[src/rtl/ppirq_pkg.sv]
package ppirq_pkg;

    typedef enum logic [2:0] {
        PM_COMPAT  = 3'b000,
        PM_BIDIR   = 3'b001,
        PM_FIFOCMP = 3'b010,
        PM_EXTCAP  = 3'b011,
        PM_ENHANCE = 3'b100,
        PM_RSVD    = 3'b101,
        PM_TEST    = 3'b110,
        PM_CONFIG  = 3'b111
    } port_mode_e;

    function automatic logic is_fifo_mode(input logic [2:0] m);
        return (m == PM_FIFOCMP) || (m == PM_EXTCAP) || (m == PM_TEST);
    endfunction

    function automatic logic is_extcap_mode(input logic [2:0] m);
        return m == PM_EXTCAP;
    endfunction

endpackage

[src/rtl/ppirq_edge_src.sv]
module ppirq_edge_src (
    input  logic clk,
    input  logic rst_n,
    input  logic enable_i,
    input  logic fault_n_i,
    input  logic mask_i,
    output logic trig_o
);

    typedef struct packed {
        logic prev_fault_n;
        logic prev_mask;
        logic primed;
    } edge_st_t;

    edge_st_t st_d, st_q;
    logic fault_fall, mask_fall;

    always_comb begin
        st_d              = st_q;
        st_d.prev_fault_n = fault_n_i;
        st_d.prev_mask    = mask_i;
        st_d.primed       = 1'b1;
        fault_fall = st_q.primed && st_q.prev_fault_n && !fault_n_i && !mask_i;
        mask_fall  = st_q.primed && st_q.prev_mask && !mask_i && !fault_n_i;
        trig_o     = enable_i && (fault_fall || mask_fall);
    end

    always_ff @(posedge clk or negedge rst_n) begin
        if (!rst_n) st_q <= '0;
        else        st_q <= st_d;
    end

endmodule

[src/rtl/ppirq_fifo_src.sv]
module ppirq_fifo_src #(
    parameter int DEPTH  = 16,
    parameter int THRESH = 8,
    parameter int CNT_W  = $clog2(DEPTH + 1)
) (
    input  logic             fifo_en_i,
    input  logic             dir_i,
    input  logic [CNT_W-1:0] fill_i,
    input  logic             dma_en_i,
    input  logic             svc_i,
    input  logic             tc_i,
    input  logic             dma_ack_n_i,
    input  logic             hold_i,
    output logic             thr_trig_o,
    output logic             tc_trig_o
);

    localparam logic [CNT_W-1:0] DEPTH_C  = CNT_W'(DEPTH);
    localparam logic [CNT_W-1:0] THRESH_C = CNT_W'(THRESH);

    logic [CNT_W-1:0] empty_cnt;
    logic             level_met;
    logic             armed;

    always_comb begin
        empty_cnt  = DEPTH_C - fill_i;
        level_met  = dir_i ? (fill_i >= THRESH_C) : (empty_cnt >= THRESH_C);
        armed      = fifo_en_i && !svc_i && !hold_i;
        thr_trig_o = armed && !dma_en_i && level_met;
        tc_trig_o  = armed && dma_en_i && tc_i && !dma_ack_n_i;
    end

endmodule

[src/rtl/ppirq_stretch.sv]
module ppirq_stretch #(
    parameter int PULSE_CYC = 10,
    parameter int PW_W      = $clog2(PULSE_CYC + 1)
) (
    input  logic clk,
    input  logic rst_n,
    input  logic trig_i,
    output logic pulse_o
);

    localparam logic [PW_W-1:0] LOAD = PW_W'(PULSE_CYC);

    logic [PW_W-1:0] cnt_d, cnt_q;

    always_comb begin
        if (trig_i)            cnt_d = LOAD;
        else if (cnt_q != '0)  cnt_d = cnt_q - 1'b1;
        else                   cnt_d = cnt_q;
    end

    always_ff @(posedge clk or negedge rst_n) begin
        if (!rst_n) cnt_q <= '0;
        else        cnt_q <= cnt_d;
    end

    assign pulse_o = (cnt_q != '0);

endmodule

[src/rtl/ppfifo_irq_gen.sv]
module ppfifo_irq_gen #(
    parameter int DEPTH     = 16,
    parameter int THRESH    = 8,
    parameter int PULSE_CYC = 10,
    parameter int CNT_W     = $clog2(DEPTH + 1)
) (
    input  logic             clk,
    input  logic             rst_n,
    input  logic [2:0]       mode_i,
    input  logic             dir_i,
    input  logic [CNT_W-1:0] fill_cnt_i,
    input  logic             ack_irq_en_i,
    input  logic             ack_n_i,
    input  logic             err_mask_i,
    input  logic             fault_n_i,
    input  logic             dma_en_i,
    input  logic             svc_i,
    input  logic             tc_i,
    input  logic             dma_ack_n_i,
    output logic             irq_o,
    output logic             svc_set_o
);
    import ppirq_pkg::*;

    typedef struct packed {
        logic level;
        logic svc_set;
    } top_st_t;

    top_st_t st_d, st_q;
    logic edge_trig, thr_trig, tc_trig, pulse_trig, pulse;

    ppirq_edge_src u_edge (
        .clk       (clk),
        .rst_n     (rst_n),
        .enable_i  (is_extcap_mode(mode_i)),
        .fault_n_i (fault_n_i),
        .mask_i    (err_mask_i),
        .trig_o    (edge_trig)
    );

    ppirq_fifo_src #(.DEPTH(DEPTH), .THRESH(THRESH), .CNT_W(CNT_W)) u_fifo (
        .fifo_en_i   (is_fifo_mode(mode_i)),
        .dir_i       (dir_i),
        .fill_i      (fill_cnt_i),
        .dma_en_i    (dma_en_i),
        .svc_i       (svc_i),
        .tc_i        (tc_i),
        .dma_ack_n_i (dma_ack_n_i),
        .hold_i      (st_q.svc_set),
        .thr_trig_o  (thr_trig),
        .tc_trig_o   (tc_trig)
    );

    assign pulse_trig = edge_trig || thr_trig || tc_trig;

    ppirq_stretch #(.PULSE_CYC(PULSE_CYC)) u_stretch (
        .clk     (clk),
        .rst_n   (rst_n),
        .trig_i  (pulse_trig),
        .pulse_o (pulse)
    );

    always_comb begin
        st_d         = st_q;
        st_d.level   = ack_irq_en_i && !ack_n_i;
        st_d.svc_set = thr_trig || tc_trig;
    end

    always_ff @(posedge clk or negedge rst_n) begin
        if (!rst_n) st_q <= '0;
        else        st_q <= st_d;
    end

    assign irq_o     = st_q.level || pulse;
    assign svc_set_o = st_q.svc_set;

endmodule

[config.mk]
export PLATFORM = sky130hd
export DESIGN_NAME = ppfifo_irq_gen
export DESIGN_NICKNAME = d
export VERILOG_FILES = /design/src/rtl/ppirq_pkg.sv /design/src/rtl/ppirq_edge_src.sv /design/src/rtl/ppirq_fifo_src.sv /design/src/rtl/ppirq_stretch.sv /design/src/rtl/ppfifo_irq_gen.sv
export SDC_FILE = /design/constraint.sdc
export NUM_CORES = 1
export LEC_CHECK = 0
export BUFFER_PORTS_ARGS = -buffer_cell sky130_fd_sc_hd__buf_2
export CORE_AREA = 2 2 39 41
export CTS_CLUSTER_SIZE = 40
export DETAILED_ROUTE_END_ITERATION = 10
export DIE_AREA = 0 0 41 43
export PLACE_DENSITY = 0.66
export REMOVE_ABC_BUFFERS = 1
export SYNTH_ARGS = -nofsm -noshare
export SYNTH_HDL_FRONTEND = slang
export SYNTH_HIERARCHICAL = 1
export SYNTH_SLANG_ARGS = --single-unit
[constraint.sdc]
create_clock -name clk -period 1.54 [get_ports clk]
set_input_delay 0.231 -clock clk [delete_from_list [all_inputs] [get_ports clk]]
set_output_delay 0.231 -clock clk [all_outputs]
set_load 0.05 [all_outputs]
==> flow_summary.json <==
{
  "gr-total-overflow": 0,
  "gp_congestion": 0.7481,
  "synth_edf_count": 0,
  "wirelength_um": 949,
  "yosys.area.top_type": "dfrtp_1",
  "maxSlewViolCount": 0,
  "synth_cells": 47,
  "grt_pass1_wl_mm": 1.669,
  "path_class": "reg -> out",
  "rows": 14,
  "ctsRootBufferMaster": "clkbuf_4",
  "num_io_pins": 21,
  "synthTopCellsByCount": "dfrtp_1, inv_1, nor2_1",
  "syn_to_final_growth_pct": 50.65,
  "finalInstanceArea_um2": 729.5,
  "ys_types": 24,
  "fmax_ghz": 0.5862,
  "die_width_um": 41,
  "ant_nets": 0,
  "antenna_found_initial": 0,
  "io_buffers": 20,
  "diodes": 0,
  "firstDrtPassIters": 3,
  "hpwl_um": 726,
  "violations": "setup timing",
  "min_period_ps": 1706,
  "cp-end-kind": "primary output",
  "hold_path.class": "in -> reg",
  "synth.avg_cell_area_um2": 10.30,
  "cp_max_fo": 2,
  "p_sw_w": 0.0003401,
  "hold_viol": 0,
  "skew_ps": 0.07466,
  "worstPathArrival_ps": 1470,
  "num-fill-cells": 126,
  "rsz0062_at_grt": "true",
  "p_int_w": 0.0006920,
  "synth_flop_cell": "dfrtp_1",
  "worstPathRequired_ps": 1310,
  "power_density_mw_per_mm2": 1415,
  "clock_path_buffers": 2,
  "track_usage": 0.1426,
  "cp-start-kind": "flip-flop",
  "clk_pin_slew_worst_paths_ps": 60,
  "swShare": 0.3296,
  "async_reset_ff_frac": 1.000,
  "clock_latency_ps": 250,
  "synth_most_common_cell": "dfrtp_1",
  "fin_nets": 101,
  "total_power_w": 0.001032,
  "start_util": 0.3499,
  "die_y_um": 43,
  "coreArea_mm2": 0.001384,
  "grt_start_max_net_pins": 10,
  "yosys.area.top_type_share": 0.4651,
  "fin_tns_setup_ps": -165.8,
  "tritoncts": "built",
  "wl_per_cell_um": 9.989,
  "dpl_cell_area_um2": 649.4,
  "grt_pass1_vias": 450,
  "p_seq_frac": 0.345,
  "htree_levels": 1,
  "dieArea_mm2": 0.001763,
  "numCtsBuffers": 3,
  "maxCapViolCount": 0,
  "synth_seq_area_share": 0.4651,
  "p_comb_frac": 0.486,
  "vias": 441,
  "p_leak_nw": 0.3619,
  "vias_per_cell": 4.642,
  "cts.sinks": 9,
  "peakVddDrop_mv": 0.6511,
  "ys_ff_latch": 9,
  "dr.first_iter.drc_count": 3,
  "setup_viol": 1,
  "yosys_warnings": 6,
  "status": "finished, violations left",
  "clock_power_share": 0.169,
  "syn_area_um2": 484.2,
  "synthTopCellsByArea": "dfrtp_1, ha_1, nor2b_1, nor3_1, a2111oi_2",
  "finalCritPeriodShare": 1.108,
  "final_layout_size_suffix_gt1_frac": 0.5190,
  "drcViolationCount": 0,
  "setup_slack_ps": -165.8
}
what timing repair did:
item / CTS / global route
gates resized for setup: 9 / 1
endpoints found under the hold margin: 9 / 0
pin swaps: 2 / 0
setup buffers: 1 / 0
hold buffers: 1 / 0
setup endpoints to repair: 1 / 2
cell families after synthesis:
group                      count (synthesis)  share of synthesized area
xor gates and xnor gates                   1                    0.01809
AOI/OAI and AO/OA                          6                     0.1008
muxes                                      1                    0.02325
buffers and inverters                      4                    0.03100
adders and majority gates                  2                    0.05167
DFF                                        9                     0.4651
other                                      1                   0.007745
and+or+nand+nor                           23                     0.3023
state kept, by name, summed over array words and instances, names as in the netlist:
| register | cells |
|---|---|
| u_edge/st_q | 3 |
| st_q | 1 |
| u_stretch/cnt_q | 4 |
| svc_set_o | 1 |
per-layer routing:
metal	share of wire	GRT usage	wire (um)	vias to the layer above
li1	-	-	-	226
met1	0.43	0.1717	412	206
met2	0.54	0.2125	508	9
met3	0.030	0.03141	28	0
met4	0	0.1000	0	0
met5	0	0	0	-
through the flow:
stage,cells,utilization,setup WS [ps],hold slack [ps]
floorplan,47,-,-109.8,-64.59
finish,95,0.5271,-165.8,91.92
detailed placement,89,0.4693,-144.4,92.48
global placement,89,0.4693,-98.78,87.39
global route,95,0.5271,-254.8,73.73
CTS,95,0.5235,-177.8,78.79
placed cells by master, fill, tap and decap left out, drive strengths merged:
| master | count |
|---|---|
| and3b | 1 |
| a2111oi | 1 |
| or2 | 2 |
| inv | 4 |
| dlygate4sd3 | 1 |
| ha | 2 |
| nand2 | 2 |
| nor3b | 2 |
| o21a | 1 |
| a21boi | 1 |
| or3 | 2 |
| conb | 1 |
| a211o | 1 |
| nor4 | 2 |
| nand2b | 1 |
| mux2 | 1 |
| a21oi | 2 |
| clkbuf | 4 |
| nor2b | 3 |
| and4bb | 1 |
| nor3 | 3 |
| xnor2 | 1 |
| nor2 | 4 |
| buf | 27 |
| dfrtp | 9 |
path summary, 6_finish.rpt:
kind / startpoint / end / slack (ps) / cells past startpoint
max in group asynchronous: rst_n / svc_set_o / 1000 / 2
max reg2reg: u_edge/st_q[0] / u_stretch/cnt_q[1] / 60 / 5
min: err_mask_i / u_edge/st_q[1] / 90 / 1
min in group asynchronous: rst_n / u_edge/st_q[1] / 360 / 2
min reg2reg: u_stretch/cnt_q[3] / u_stretch/cnt_q[3] / 600 / 1
max: u_stretch/cnt_q[0] / irq_o / -170 / 6
layout make-up:
class,instances,area (um^2),share of cell area
Multi-Input combinational cell,34,270.3,0.3705
Tap cell,16,20.02,0.02744
Timing Repair Buffer,28,172.7,0.2367
Inverter,4,15.01,0.02058
Clock buffer,4,26.28,0.03602
Sequential cell,9,225.2,0.3087
critical path, cell delays in order (launching register included):
cell and delay, ps:
dfrtp_1 390, inv_2 80, ha_4 130, nor3b_4 190
inv_1 60, or2_4 230, buf_8 150
power groups by stage:
| stage | Combinational, W | Clock, W | Sequential [W] |
|---|---|---|---|
| after floorplan | 0.000247 | 0 | 0.000344 |
| after CTS | 0.000493 | 0.000188 | 0.000356 |
| final | 0.000501 | 0.000174 | 0.000356 |
| after detailed placement | 0.000411 | 0 | 0.000348 |
| after global routing | 0.000555 | 0.000201 | 0.000363 |
| after global placement | 0.000410 | 0 | 0.000344 |
(Power assumes the default switching activity.)
